### config.mk
export PLATFORM = sky130hd
export DESIGN_NAME = pstby_ctrl
export DESIGN_NICKNAME = d
export VERILOG_FILES = /design/src/rtl/pstby_pkg.sv /design/src/rtl/pstby_fsm.sv /design/src/rtl/pstby_stopreg.sv /design/src/rtl/pstby_acc.sv /design/src/rtl/pstby_ctrl.sv
export SDC_FILE = /design/constraint.sdc
export NUM_CORES = 1
export LEC_CHECK = 0
export ABC_CLOCK_PERIOD_IN_PS = 1700
export BUFFER_PORTS_ARGS = -buffer_cell sky130_fd_sc_hd__buf_2
export CORE_ASPECT_RATIO = 0.9
export CORE_MARGIN = 2
export CORE_UTILIZATION = 48
export DETAILED_ROUTE_END_ITERATION = 8
export PLACE_DENSITY = 0.84
export SETUP_SLACK_MARGIN = 0.3
export SYNTH_ARGS = -nofsm -noshare
export SYNTH_HDL_FRONTEND = slang
export SYNTH_SLANG_ARGS = --single-unit
### constraint.sdc
create_clock -name clk -period 1.7 [get_ports clk]
set_input_delay 0 -clock clk [delete_from_list [all_inputs] [get_ports clk]]
set_output_delay 0 -clock clk [all_outputs]
set_load 0.01 [all_outputs]
### src/rtl/pstby_pkg.sv
package pstby_pkg;
  typedef enum logic [1:0] {
    ST_RUN   = 2'd0,
    ST_ENTER = 2'd1,
    ST_STBY  = 2'd2,
    ST_WAKE  = 2'd3
  } pwr_state_e;
endpackage

### src/rtl/pstby_fsm.sv
module pstby_fsm
  import pstby_pkg::*;
(
  input  logic       clk,
  input  logic       cold_rst,
  input  logic       por_rst,
  input  logic       mres,
  input  logic       irq,
  input  logic       stby_req,
  input  logic       osc_ok,
  output pwr_state_e state_o,
  output logic       core_clk_en_o,
  output logic       ck_pin_en_o,
  output logic       err_mres_o,
  output logic       err_irq_o
);
  pwr_state_e state_q, state_d;
  logic core_q, pin_q, emr_q, eirq_q;

  always_comb begin
    state_d = state_q;
    if (por_rst) begin
      if (state_q == ST_RUN) state_d = ST_RUN;
      else if (state_q == ST_WAKE && osc_ok) state_d = ST_RUN;
      else state_d = ST_WAKE;
    end else begin
      case (state_q)
        ST_RUN:   if (stby_req) state_d = ST_ENTER;
        ST_ENTER: state_d = ST_STBY;
        ST_STBY:  state_d = ST_STBY;
        ST_WAKE:  if (osc_ok) state_d = ST_RUN;
        default:  state_d = ST_RUN;
      endcase
    end
  end

  always_ff @(posedge clk) begin
    if (cold_rst) begin
      state_q <= ST_RUN;
      core_q  <= 1'b0;
      pin_q   <= 1'b1;
      emr_q   <= 1'b0;
      eirq_q  <= 1'b0;
    end else begin
      state_q <= state_d;
      core_q  <= (state_q == ST_RUN) && !por_rst;
      pin_q   <= (state_q != ST_STBY) || por_rst;
      if (!por_rst && state_q == ST_STBY) begin
        emr_q  <= emr_q | mres;
        eirq_q <= eirq_q | irq;
      end
    end
  end

  assign state_o       = state_q;
  assign core_clk_en_o = core_q;
  assign ck_pin_en_o   = pin_q;
  assign err_mres_o    = emr_q;
  assign err_irq_o     = eirq_q;
endmodule

### src/rtl/pstby_stopreg.sv
module pstby_stopreg #(
  parameter int          N_MOD        = 8,
  parameter logic [N_MOD-1:0] STOP_INIT    = '0,
  parameter logic [N_MOD-1:0] POR_CLR_MASK = 8'h07,
  parameter logic [N_MOD-1:0] MS_INIT_MASK = 8'hF0
) (
  input  logic             clk,
  input  logic             cold_rst,
  input  logic             por_rst,
  input  logic             bus_ok,
  input  logic             we0,
  input  logic             re0,
  input  logic [N_MOD-1:0] wdata,
  output logic [N_MOD-1:0] stop_o,
  output logic [N_MOD-1:0] rdata_o,
  output logic [N_MOD-1:0] ms_rise_o
);
  logic [N_MOD-1:0] stop_q, rdata_q;

  assign ms_rise_o = (bus_ok && we0) ? (wdata & ~stop_q & MS_INIT_MASK) : '0;

  always_ff @(posedge clk) begin
    if (cold_rst) begin
      stop_q  <= STOP_INIT;
      rdata_q <= '0;
    end else if (por_rst) begin
      stop_q  <= stop_q & ~POR_CLR_MASK;
      rdata_q <= '0;
    end else begin
      rdata_q <= (bus_ok && re0) ? stop_q : '0;
      if (bus_ok && we0) stop_q <= wdata;
    end
  end

  assign stop_o  = stop_q;
  assign rdata_o = rdata_q;
endmodule

### src/rtl/pstby_acc.sv
module pstby_acc #(
  parameter int N_MOD  = 8,
  parameter int ADDR_W = 4
) (
  input  logic              clk,
  input  logic              cold_rst,
  input  logic              por_rst,
  input  logic              bus_ok,
  input  logic              bus_we,
  input  logic              bus_re,
  input  logic [ADDR_W-1:0] bus_addr,
  input  logic [N_MOD-1:0]  stop,
  output logic [N_MOD-1:0]  per_sel_o,
  output logic              acc_err_o
);
  logic [N_MOD-1:0] hit;
  logic [N_MOD-1:0] sel_q;
  logic             err_q;
  logic             acc;

  for (genvar i = 0; i < N_MOD; i++) begin : g_dec
    assign hit[i] = (bus_addr == ADDR_W'(i + 1));
  end

  assign acc = bus_ok && (bus_we || bus_re);

  always_ff @(posedge clk) begin
    if (cold_rst || por_rst) begin
      sel_q <= '0;
      err_q <= 1'b0;
    end else begin
      sel_q <= acc ? (hit & ~stop) : '0;
      err_q <= acc && (|(hit & stop));
    end
  end

  assign per_sel_o = sel_q;
  assign acc_err_o = err_q;
endmodule

### src/rtl/pstby_ctrl.sv
module pstby_ctrl
  import pstby_pkg::*;
#(
  parameter int               N_MOD        = 8,
  parameter logic [N_MOD-1:0] STOP_INIT    = '0,
  parameter logic [N_MOD-1:0] POR_CLR_MASK = 8'h07,
  parameter logic [N_MOD-1:0] SW_INIT_MASK = 8'hE8,
  parameter logic [N_MOD-1:0] MS_INIT_MASK = 8'hF0,
  localparam int              ADDR_W       = $clog2(N_MOD + 1)
) (
  input  logic              clk,
  input  logic              cold_rst,
  input  logic              por_rst,
  input  logic              mres,
  input  logic              irq,
  input  logic              stby_req,
  input  logic              osc_ok,
  input  logic              bus_we,
  input  logic              bus_re,
  input  logic [ADDR_W-1:0] bus_addr,
  input  logic [N_MOD-1:0]  bus_wdata,
  output logic [N_MOD-1:0]  bus_rdata,
  output logic [N_MOD-1:0]  per_sel,
  output logic              acc_err,
  output logic [N_MOD-1:0]  clk_en,
  output logic [N_MOD-1:0]  init_stb,
  output logic              core_clk_en,
  output logic              ck_pin_en,
  output logic              err_mres,
  output logic              err_irq
);
  pwr_state_e       state;
  logic             bus_ok, is_reg;
  logic [N_MOD-1:0] stop, ms_rise;
  logic [N_MOD-1:0] clk_en_q, init_q;

  assign bus_ok = (state == ST_RUN) && !por_rst;
  assign is_reg = (bus_addr == '0);

  pstby_fsm u_fsm (
    .clk(clk), .cold_rst(cold_rst), .por_rst(por_rst), .mres(mres), .irq(irq),
    .stby_req(stby_req), .osc_ok(osc_ok), .state_o(state),
    .core_clk_en_o(core_clk_en), .ck_pin_en_o(ck_pin_en),
    .err_mres_o(err_mres), .err_irq_o(err_irq)
  );

  pstby_stopreg #(
    .N_MOD(N_MOD), .STOP_INIT(STOP_INIT),
    .POR_CLR_MASK(POR_CLR_MASK), .MS_INIT_MASK(MS_INIT_MASK)
  ) u_stop (
    .clk(clk), .cold_rst(cold_rst), .por_rst(por_rst), .bus_ok(bus_ok),
    .we0(bus_we && is_reg), .re0(bus_re && is_reg), .wdata(bus_wdata),
    .stop_o(stop), .rdata_o(bus_rdata), .ms_rise_o(ms_rise)
  );

  pstby_acc #(.N_MOD(N_MOD), .ADDR_W(ADDR_W)) u_acc (
    .clk(clk), .cold_rst(cold_rst), .por_rst(por_rst), .bus_ok(bus_ok),
    .bus_we(bus_we), .bus_re(bus_re), .bus_addr(bus_addr), .stop(stop),
    .per_sel_o(per_sel), .acc_err_o(acc_err)
  );

  always_ff @(posedge clk) begin
    if (cold_rst || por_rst) begin
      clk_en_q <= '0;
      init_q   <= '0;
    end else begin
      clk_en_q <= (state == ST_RUN) ? ~stop : '0;
      init_q   <= ms_rise | ((state == ST_RUN && stby_req) ? SW_INIT_MASK : '0);
    end
  end

  assign clk_en   = clk_en_q;
  assign init_stb = init_q;
endmodule

==> flow_metrics.env, run 1 <==
export IMPL_die_h_um=58.93
export IMPL_syn_cell_area_sq_um=1609
export IMPL_die_area_sq_um=3832
export IMPL_reg2reg_depth=7
export IMPL_place_gp_congestion=0.8336
export IMPL_r2r_end="u_acc.per_sel_o[1]"
export IMPL_fillers=249
export IMPL_grt_max_degree=15
export IMPL_ys_types=37
export IMPL_vias_per_cell=4.955
export IMPL_drc_errors=0
export IMPL_min_path_type="input port to register"
export IMPL_setup_worst_path_end_class="register"
export IMPL_first_global_vias=1190
export IMPL_fin_crit_sh_pct=82.39
export IMPL_path_class="register to register"
export IMPL_crit_fanout=5
export IMPL_final_cell_area_sq_um=2175
export IMPL_rsz0062_at_grt="yes"
export IMPL_grt_pass1_wl_um=5533
export IMPL_htreeDepth=2
export IMPL_drv_slew=0
export IMPL_grt_overflow=0
export IMPL_firstDrtPassIters=4
export IMPL_die_x_um=65.03
export IMPL_ios=58
export IMPL_start_kind="register"
export IMPL_drtIter0Drc=74
export IMPL_yosysTopAreaCellShare_pct=54.74
export IMPL_clock_root_buffer="clkbuf_8"
export IMPL_yosysTopAreaCell="dfxtp_1"
export IMPL_vdd_ir_drop_worst_mv=0.5449
export IMPL_crit_arrival_ps=1630
export IMPL_async_flop_share_pct=0
export IMPL_drive_gt1_share_pct=39.38
export IMPL_place_area_sq_um=1874
export IMPL_clock_fmax_mhz=714.0
export IMPL_ant_nets=0
export IMPL_cap_violations=0
export IMPL_antenna_found_initial=0
export IMPL_tns_ps=0
export IMPL_antenna_cells=0
export IMPL_crit_path_start="u_fsm.state_o[0]"
export IMPL_post_drt_wl_per_cell_um=14.09
export IMPL_cts_tree="built"
export IMPL_syn_to_final_growth_pct=35.15
export IMPL_synth_edf_count=0
export IMPL_crit_required_ps=1930
export IMPL_setup_viol=0
export IMPL_ys_top_cells_by_area="dfxtp_1 55%, mux2i_1 5.0%, nor2_1 4.9%"
export IMPL_finalHoldViolations=0
export IMPL_powerDensity_nw_per_um2=928.3
export IMPL_yosys_warnings=0
export IMPL_vias=1328
export IMPL_clk_pin_slew_ps=80
export IMPL_clock_latency_ps=290
export IMPL_regToRegStartpoint="u_fsm.state_o[0]"
export IMPL_final_cell_mix="54 x buf_2, 42 x dfxtp_1, 21 x nor2_1"
export IMPL_core_area_sq_um=3138
export IMPL_cts_buffers=5
export IMPL_fin_crit_ps=1401
export IMPL_utilization_pct=69.30
export IMPL_status="finished clean"
export IMPL_ys_seq_area_share_pct=54.74
export IMPL_track_usage_pct=19.88
export IMPL_synth_seq_cells=44
export IMPL_clock_path_buffers=2
export IMPL_leakagePower_nw=0.9810
export IMPL_endpoint="u_acc.per_sel_o[1]"
export IMPL_port_buffers=54
export IMPL_ys_flop_type="dfxtp_1"
export IMPL_hpwlAfterDp_um=2416
export IMPL_netlist_instances=155
export IMPL_fin_skew_ps=2.188
export IMPL_initial_core_util_pct=51.28
export IMPL_cts_sinks=44
export IMPL_drt_wl_total_um=3775
export IMPL_post_synth_cell_area_avg_sq_um=10.38
export IMPL_nNetsFinal=250
export IMPL_final_common_cell="buf_2"
export IMPL_reg2reg_setup_slack_ps=300
export IMPL_num_rows=19
-- worst min path at each step --
| stage | from | endpoint | slack (ps) | cells after the start |
|---|---|---|---|---|
| detailed placement | stby_req | init_stb[3] | 240 | 2 |
| global placement | irq | u_fsm.err_irq_o | 230 | 3 |
| CTS | bus_addr[1] | u_acc.per_sel_o[3] | 5 | 2 |
| global route | bus_addr[1] | u_acc.per_sel_o[3] | 7 | 2 |
| floorplan | cold_rst | u_fsm.ck_pin_en_o | 110 | 2 |
| finish | cold_rst | u_stop.stop_o[3] | 10 | 2 |
-- area by class of cell --
| type | count | area [sq um] | share of cell area, % |
|---|---|---|---|
| Sequential cell | 44 | 883.3 | 40.62 |
| Multi-Input combinational cell | 97 | 676.9 | 31.13 |
| Timing Repair Buffer | 70 | 447.9 | 20.60 |
| Clock buffer | 5 | 68.82 | 3.165 |
| Tap cell | 42 | 52.55 | 2.417 |
| Inverter | 7 | 26.28 | 1.208 |
| Clock inverter | 3 | 18.77 | 0.8631 |
-- critical path, cell delays in order (launching register included) --
cell	delay, ps
dfxtp_2	330
inv_2	100
ha_4	160
nand2_1	90
inv_2	80
o21ai_2	80
or3_4	360
nor3_1	120
-- per-layer routing --
metal	part of all wire, %	track usage [%]	vias to the layer above
met1	43	25.09	608
met3	6.5	7.457	7
li1	-	-	656
met5	0	0	-
met4	2.0	7.143	0
met2	48	31.52	57
-- cell families after synthesis --
| group | after synthesis | synth area share [%] |
|---|---|---|
| and+or+nand+nor | 66 | 24.34 |
| other | 1 | 0.2331 |
| buffers and inverters | 16 | 6.143 |
| adders and majority gates | 4 | 3.111 |
| muxes | 8 | 4.977 |
| DFF | 44 | 54.74 |
| AOI/OAI and AO/OA | 16 | 6.455 |
-- where the power goes --
group	switching [mW]	total [mW]	internal [mW]
clock	0.345	0.631	0.286
combinational	0.162	0.294	0.132
sequential	0.0172	1.09	1.08
total	0.525	2.02	1.49
-- registers in the layout, summed over array words and instances, names as in the netlist, 2 cells and up --
register / flops
u_stop.rdata_o: 8
clk_en: 8
u_acc.per_sel_o: 8
u_stop.stop_o: 8
init_stb: 5
u_fsm.state_o: 2
-- synthesized netlist by cell type, drive strengths merged, types with 2 or more instances --
master and count:
nand3b 4, nand3 2, nor2 21, a221oi 2
a31oi 2, and2 6, nor2b 2, nand2 6
a21oi 8, ha 4, nand2b 5, nor3 10
inv 7, buf 7, and4b 2, mux2i 8
clkbuf 2, nor4 2, or2b 2, dfxtp 44
-- stage by stage --
step           instances  total power [mW]  setup WS (ps)  hold slack (ps)
2_1_floorplan        157             1.257          325.6            112.2
3_3_place_gp         245             1.338          245.4            231.9
3_5_place_dp         245             1.340          195.7            241.4
4_1_cts              265             1.993          322.0            4.666
5_1_grt              268             2.116          204.4            7.459
6_report             268             2.019          299.4            9.868
-- what timing repair did --
action                                 in CTS  in global routing
hold buffers                               11                  0
pin swaps                                   2                  4
buffers inserted                            1                  2
gates cloned                                0                  1
gates resized for setup                     4                  8
setup endpoints to repair                  19                 18
endpoints found under the hold margin      13                  0
(Power assumes the default switching activity.)
==> run 2: changes to the inputs <==
ABC_CLOCK_PERIOD_IN_PS = 1190   (was 1700)
CORE_UTILIZATION = 43   (was 48)
PLACE_DENSITY = 0.8   (was 0.84)
clock period = 1.19 ns   (was 1.7 ns; I/O delays follow)
==> run 2 against run 1 <==
  * The run now ends with negative setup slack left
  * Setup slack got worse by 510 ps
  * Clock skew increased by 1.7 ps
  * Wire length increased by 30%
  * Worst hold slack improved by 50 ps
  * Sequential power increased by 44%
  * Sequential share of layout area decreased by 6.6 points
  * Via count increased by 14%
  * Register-to-register slack got worse by 510 ps
  * First-iteration DRC count increased by 38%
  * Core utilization increased by 2.3 points
  * Critical endpoint unchanged
  * Largest power group unchanged
==> flow_metrics.env, run 2 (synthesis results as in run 1) <==
export IMPL_status="finished, violations left"
export IMPL_violations="negative setup slack"
export IMPL_grt_max_degree=14
export IMPL_cpPeakStageDelay_ps=380
export IMPL_firstDrtPassIters=4
export IMPL_die_h_um=62.03
export IMPL_post_drt_wl_per_cell_um=16.39
export IMPL_cts_buffers=5
export IMPL_clock_root_buffer="clkbuf_8"
export IMPL_core_area_sq_um=3652
export IMPL_die_area_sq_um=4248
export IMPL_p_comb_share_pct=22.2
export IMPL_p_sw_uw=880.9
export IMPL_num_rows=21
export IMPL_holdWs_ps=59.98
export IMPL_p_int_mw=2.319
export IMPL_antenna_found_initial=0
export IMPL_clock_fmax_mhz=715.1
export IMPL_crit_arrival_ps=1620
export IMPL_grt_pass1_wl_um=6589
export IMPL_fin_crit_ps=1398
export IMPL_critical_path_slowest_cell="or3_4"
export IMPL_vdd_ir_drop_worst_mv=0.7386
export IMPL_hpwlAfterDp_um=2657
export IMPL_fin_cells=299
export IMPL_final_common_cell="buf_2"
export IMPL_crit_top_cell="inv_2"
export IMPL_clkPwrFrac_pct=28.7
export IMPL_setup_viol=31
export IMPL_vias=1518
export IMPL_rsz0062_at_grt="yes"
export IMPL_port_buffers=54
export IMPL_vias_per_cell=5.077
export IMPL_powerDensity_nw_per_um2=1223
export IMPL_setup_ws_ps=-208.4
export IMPL_finalHoldViolations=0
export IMPL_cap_violations=0
export IMPL_start_kind="register"
export IMPL_track_usage_pct=22.45
export IMPL_fin_crit_sh_pct=117.5
export IMPL_ios=58
export IMPL_antenna_cells=0
export IMPL_htreeDepth=2
export IMPL_drc_errors=0
export IMPL_place_area_sq_um=2039
export IMPL_syn_to_final_growth_pct=62.60
export IMPL_die_x_um=68.48
export IMPL_drv_slew=0
export IMPL_power_frac_seq_pct=49.1
export IMPL_clock_latency_ps=300
export IMPL_final_cell_mix="54 x buf_2, 39 x dfxtp_1, 23 x buf_4"
export IMPL_fin_skew_ps=3.910
export IMPL_final_cell_area_sq_um=2616
export IMPL_crit_buf_inv=2
export IMPL_grt_overflow=0
export IMPL_fillers=224
export IMPL_drtIter0Drc=102
export IMPL_tns_ps=-3037
export IMPL_path_class="register to register"
export IMPL_leakagePower_nw=1.184
export IMPL_crit_family="simple AND/OR/NAND/NOR gates"
export IMPL_cts_tree="built"
export IMPL_nNetsFinal=277
export IMPL_cts_sinks=44
export IMPL_setup_worst_path_end_class="register"
export IMPL_place_gp_congestion=0.8560
export IMPL_initial_core_util_pct=44.06
export IMPL_dp_cells=266
export IMPL_drive_gt1_share_pct=57.71
export IMPL_clk_pin_slew_ps=80
export IMPL_clock_path_buffers=2
export IMPL_crit_fanout=5
export IMPL_drt_wl_total_um=4901
export IMPL_first_global_vias=1325
export IMPL_worstPathCellList="inv_2, ha_4, nand2_4, inv_2, o21ai_2, or3_4, nor3_4"
export IMPL_switching_share_pct=27.53
export IMPL_crit_required_ps=1410
export IMPL_min_path_type="input port to register"
export IMPL_ant_nets=0
## run 2: final cells by class
cell class	count	area (sq um)	area share, %
multi-input cells	98	909.6	34.77
flip-flops and latches	44	889.6	34.00
repair buffers	96	645.6	24.68
clock buffers	7	76.32	2.917
well taps	46	57.56	2.200
inverters	7	28.78	1.100
clock inverters	1	8.758	0.3348
## run 2: metrics by stage
| stage | total power, mW | utilization [%] | setup WS (ps) |
|---|---|---|---|
| after global routing | 3.310 | 71.63 | -216.3 |
| after global placement | 2.017 | 55.84 | -103.6 |
| after floorplan | 1.836 | - | -83.15 |
| after CTS | 3.047 | 67.39 | -99.38 |
| final | 3.200 | 71.63 | -208.4 |
| after detailed placement | 2.029 | 55.84 | -173.0 |
## run 2: power by group through the flow
stage / logic [mW] / clock network [mW] / registers, mW
finish: 0.711 / 0.917 / 1.57
global route: 0.750 / 0.982 / 1.58
CTS: 0.577 / 0.910 / 1.56
detailed placement: 0.435 / 0 / 1.59
global placement: 0.425 / 0 / 1.59
floorplan: 0.213 / 0 / 1.62
## run 2: worst reg2reg max path, cell delays in order, from the launching register on
cell and delay (ps):
dfxtp_2 340, inv_2 70, ha_4 170, nand2_4 60, inv_2 80, o21ai_2 70
or3_4 380, nor3_4 150
## run 2: final timing paths
kind | start | end | slack [ps] | cells past startpoint
worst max-delay path | u_fsm.state_o[1] | u_acc.per_sel_o[1] | -210 | 7
worst min-delay path | cold_rst | u_fsm.state_o[1] | 60 | 3
worst max register to register | u_fsm.state_o[1] | u_acc.per_sel_o[1] | -210 | 7
worst min register to register | u_stop.stop_o[5] | clk_en[5] | 470 | 1
## run 2: repair_timing
| action | 4_1_cts | 5_1_grt |
|---|---|---|
| gates resized for setup | 33 | 26 |
| buffers inserted | 8 | 4 |
| cloned | 1 | 0 |
| pin swaps | 8 | 7 |
| hold buffers | 11 | 1 |
| hold endpoints to repair | 11 | 1 |
| endpoints found under the setup margin | 43 | 44 |
## run 2: layer usage
metal	global-route usage, %	vias up	wire (um)
met5	0	-	0
met4	9.429	0	121
met2	39.01	78	2379
met1	27.26	718	1978
met3	4.505	11	422
li1	-	711	-
==> run 3: changes to the inputs <==
CORE_ASPECT_RATIO = unset   (was 0.9)
CORE_UTILIZATION = 45   (was 43)
SYNTH_HIERARCHICAL = 1   (was unset)
==> run 3 against run 2 <==
  * The run still ends with negative setup slack left
  * Non-clock buffer count decreased by 14
  * Core utilization decreased by 7.3 points
  * Wire length decreased by 17%
  * Critical endpoint is now u_fsm/state_o[0]
  * Clock skew increased by 4.2 ps
  * First-iteration DRC count decreased by 44%
  * Register-to-register slack improved by 160 ps
==> flow_metrics.env, run 3 <==
export IMPL_status="finished, violations left"
export IMPL_violations="negative setup slack"
export IMPL_cts_buffers=5
export IMPL_cts_sinks=47
export IMPL_track_usage_pct=18.89
export IMPL_rsz0062_at_grt="yes"
export IMPL_fin_crit_ps=1234
export IMPL_netlist_instances=182
export IMPL_crit_arrival_ps=1430
export IMPL_vias_per_cell=4.739
export IMPL_post_synth_cell_area_avg_sq_um=10.22
export IMPL_start_kind="register"
export IMPL_die_x_um=68.30
export IMPL_place_gp_congestion=0.7776
export IMPL_die_h_um=68.30
export IMPL_ys_top_cells_by_area="dfxtp_1 51%, nand2b_1 5.0%, and2_1 4.7%"
export IMPL_drive_gt1_share_pct=44.70
export IMPL_syn_cell_area_sq_um=1861
export IMPL_fin_skew_ps=8.104
export IMPL_fin_crit_sh_pct=103.7
export IMPL_clock_root_buffer="clkbuf_8"
export IMPL_hpwlAfterDp_um=2789
export IMPL_core_area_sq_um=4000
export IMPL_finalHoldViolations=0
export IMPL_synth_seq_cells=47
export IMPL_final_cell_mix="57 x buf_2, 45 x dfxtp_1, 15 x nand2b_1"
export IMPL_crit_required_ps=1390
export IMPL_drtIter0Drc=57
export IMPL_grt_pass1_wl_um=6361
export IMPL_setup_viol=15
export IMPL_vias=1488
export IMPL_fin_cells=314
export IMPL_powerDensity_nw_per_um2=1348
export IMPL_drt_wl_total_um=4071
export IMPL_pre_cts_ws_ps=-154.5
export IMPL_vdd_ir_drop_worst_mv=0.6620
export IMPL_path_class="register to register"
export IMPL_ys_seq_area_share_pct=50.57
export IMPL_fillers=314
export IMPL_ant_nets=0
export IMPL_reg2reg_setup_slack_ps=-40
export IMPL_async_flop_share_pct=0
export IMPL_antenna_found_initial=0
export IMPL_drv_slew=0
export IMPL_cap_violations=0
export IMPL_setup_ws_ps=-44.04
export IMPL_antenna_cells=0
export IMPL_worstPathCellList="ha_1, nand2b_1, a21o_1, o211a_1"
export IMPL_min_path_type="input port to register"
export IMPL_utilization_pct=64.34
export IMPL_ys_types=42
export IMPL_reg2reg_depth=4
export IMPL_grt_overflow=0
export IMPL_crit_fanout=7
export IMPL_regToRegStartpoint="u_fsm/state_o[1]"
export IMPL_htreeDepth=2
export IMPL_hold_path_depth=3
export IMPL_clk_pin_slew_ps=90
export IMPL_cpPeakStageDelay_ps=420
export IMPL_yosysMostFrequentCell="dfxtp_1"
export IMPL_cts_tree="built"
export IMPL_ys_flop_type="dfxtp_1"
export IMPL_ios=58
export IMPL_regArea_sq_um=948.4
export IMPL_final_cell_area_sq_um=2574
export IMPL_min_from="bus_addr[1]"
export IMPL_final_common_cell="buf_2"
export IMPL_holdPathEnd="u_acc/per_sel_o[3]"
export IMPL_r2r_end="u_fsm/state_o[0]"
export IMPL_leakagePower_nw=1.158
export IMPL_num_rows=23
export IMPL_critical_path_slowest_cell="dfxtp_4"
export IMPL_dp_cells=295
export IMPL_nNetsFinal=287
export IMPL_clock_fmax_mhz=810.3
export IMPL_port_buffers=57
export IMPL_first_global_vias=1369
export IMPL_clock_latency_ps=300
export IMPL_initial_core_util_pct=46.51
export IMPL_ys_top_cells_by_count="47 x dfxtp_1, 15 x nand2b_1, 14 x and2_1, 10 x inv_1"
export IMPL_place_area_sq_um=2266
export IMPL_grt_max_degree=17
export IMPL_multi_input_area_sq_um=907.1
export IMPL_die_area_sq_um=4665
export IMPL_firstDrtPassIters=4
export IMPL_drc_errors=0
export IMPL_yosys_warnings=6
export IMPL_clock_path_buffers=2
export IMPL_syn_to_final_growth_pct=38.33
export IMPL_synth_edf_count=0
export IMPL_yosysTopAreaCellShare_pct=50.57
export IMPL_yosysTopAreaCell="dfxtp_1"
export IMPL_setup_worst_path_end_class="register"
export IMPL_post_drt_wl_per_cell_um=12.96
## run 3: cell count changes in the layout (fill, tap and decap cells not counted), moves of 6 or more
cell	before	now
nand2b_1	3	15
nor2_1	14	4
and2_1	5	14
buf_4	23	14
dfxtp_1	39	45
## run 3: per-layer routing
layer	GRT usage, %	wire length [um]	vias to the layer above
met1	22.76	1753	674
met5	0	0	-
met2	30.34	2020	45
met4	8.250	70	0
met3	6.579	227	4
li1	-	-	765
## run 3: critical path: cells and delay by family, from the launching register on
family | cells | cell delay (ps)
AND/OR/NAND/NOR | 1 | 110
AO/OA/AOI/OAI | 2 | 390
flip-flops | 1 | 420
adder cells (fa/ha/maj) | 1 | 220
## run 3: kinds of logic (layout without fill, tap and decap cells)
| logic type | count (synthesis) | after routing | synth area share (%) |
|---|---|---|---|
| AND/OR/NAND/NOR | 78 | 78 | 26.43 |
| flip-flops | 47 | 47 | 50.57 |
| AO/OA/AOI/OAI | 25 | 25 | 9.819 |
| buffers and inverters | 21 | 100 | 7.128 |
| multiplexers | 7 | 7 | 3.833 |
| adder cells (fa/ha/maj) | 3 | 3 | 2.018 |
| other | 1 | 4 | 0.2016 |
## run 3: per-stage QoR
stage	setup TNS, ps	total power [mW]	hold slack [ps]
2_1_floorplan	0	2.043	55.42
3_3_place_gp	-730.2	2.210	195.9
3_5_place_dp	-980.7	2.217	207.2
4_1_cts	-62.12	3.468	24.19
5_1_grt	-1538	3.650	40.74
6_report	-302.5	3.468	53.61
## run 3: final cells by class
| class | count | share of cell area (%) |
|---|---|---|
| Multi-Input combinational cell | 117 | 35.25 |
| Clock buffer | 5 | 2.674 |
| Timing Repair Buffer | 82 | 19.49 |
| Clock inverter | 3 | 1.847 |
| Inverter | 10 | 1.458 |
| Tap cell | 50 | 2.431 |
| Sequential cell | 47 | 36.85 |
## run 3: where the power goes
part	internal, mW	switching [mW]
Combinational	0.293	0.275
Clock	0.637	0.555
Sequential	1.66	0.0530
## run 3: worst max-delay path by stage
| stage | end | depth (start not counted) | startpoint | slack (ps) |
|---|---|---|---|---|
| floorplan | u_stop/stop_o[3] | 5 | u_fsm/state_o[0] | 20 |
| global placement | u_stop/stop_o[4] | 5 | bus_addr[1] | -120 |
| detailed placement | u_stop/stop_o[5] | 5 | bus_addr[1] | -150 |
| CTS | u_fsm/state_o[0] | 5 | u_fsm/state_o[0] | -20 |
| global route | u_fsm/state_o[1] | 5 | u_fsm/state_o[0] | -100 |
| finish | u_fsm/state_o[0] | 4 | u_fsm/state_o[1] | -40 |
## run 3: what timing repair did
item	CTS	global route
hold buffers	10	0
cloned	0	0
hold endpoints to repair	10	0
setup endpoints to repair	44	44
buffers inserted	0	1
pin swaps	1	7
gates resized for setup	7	12
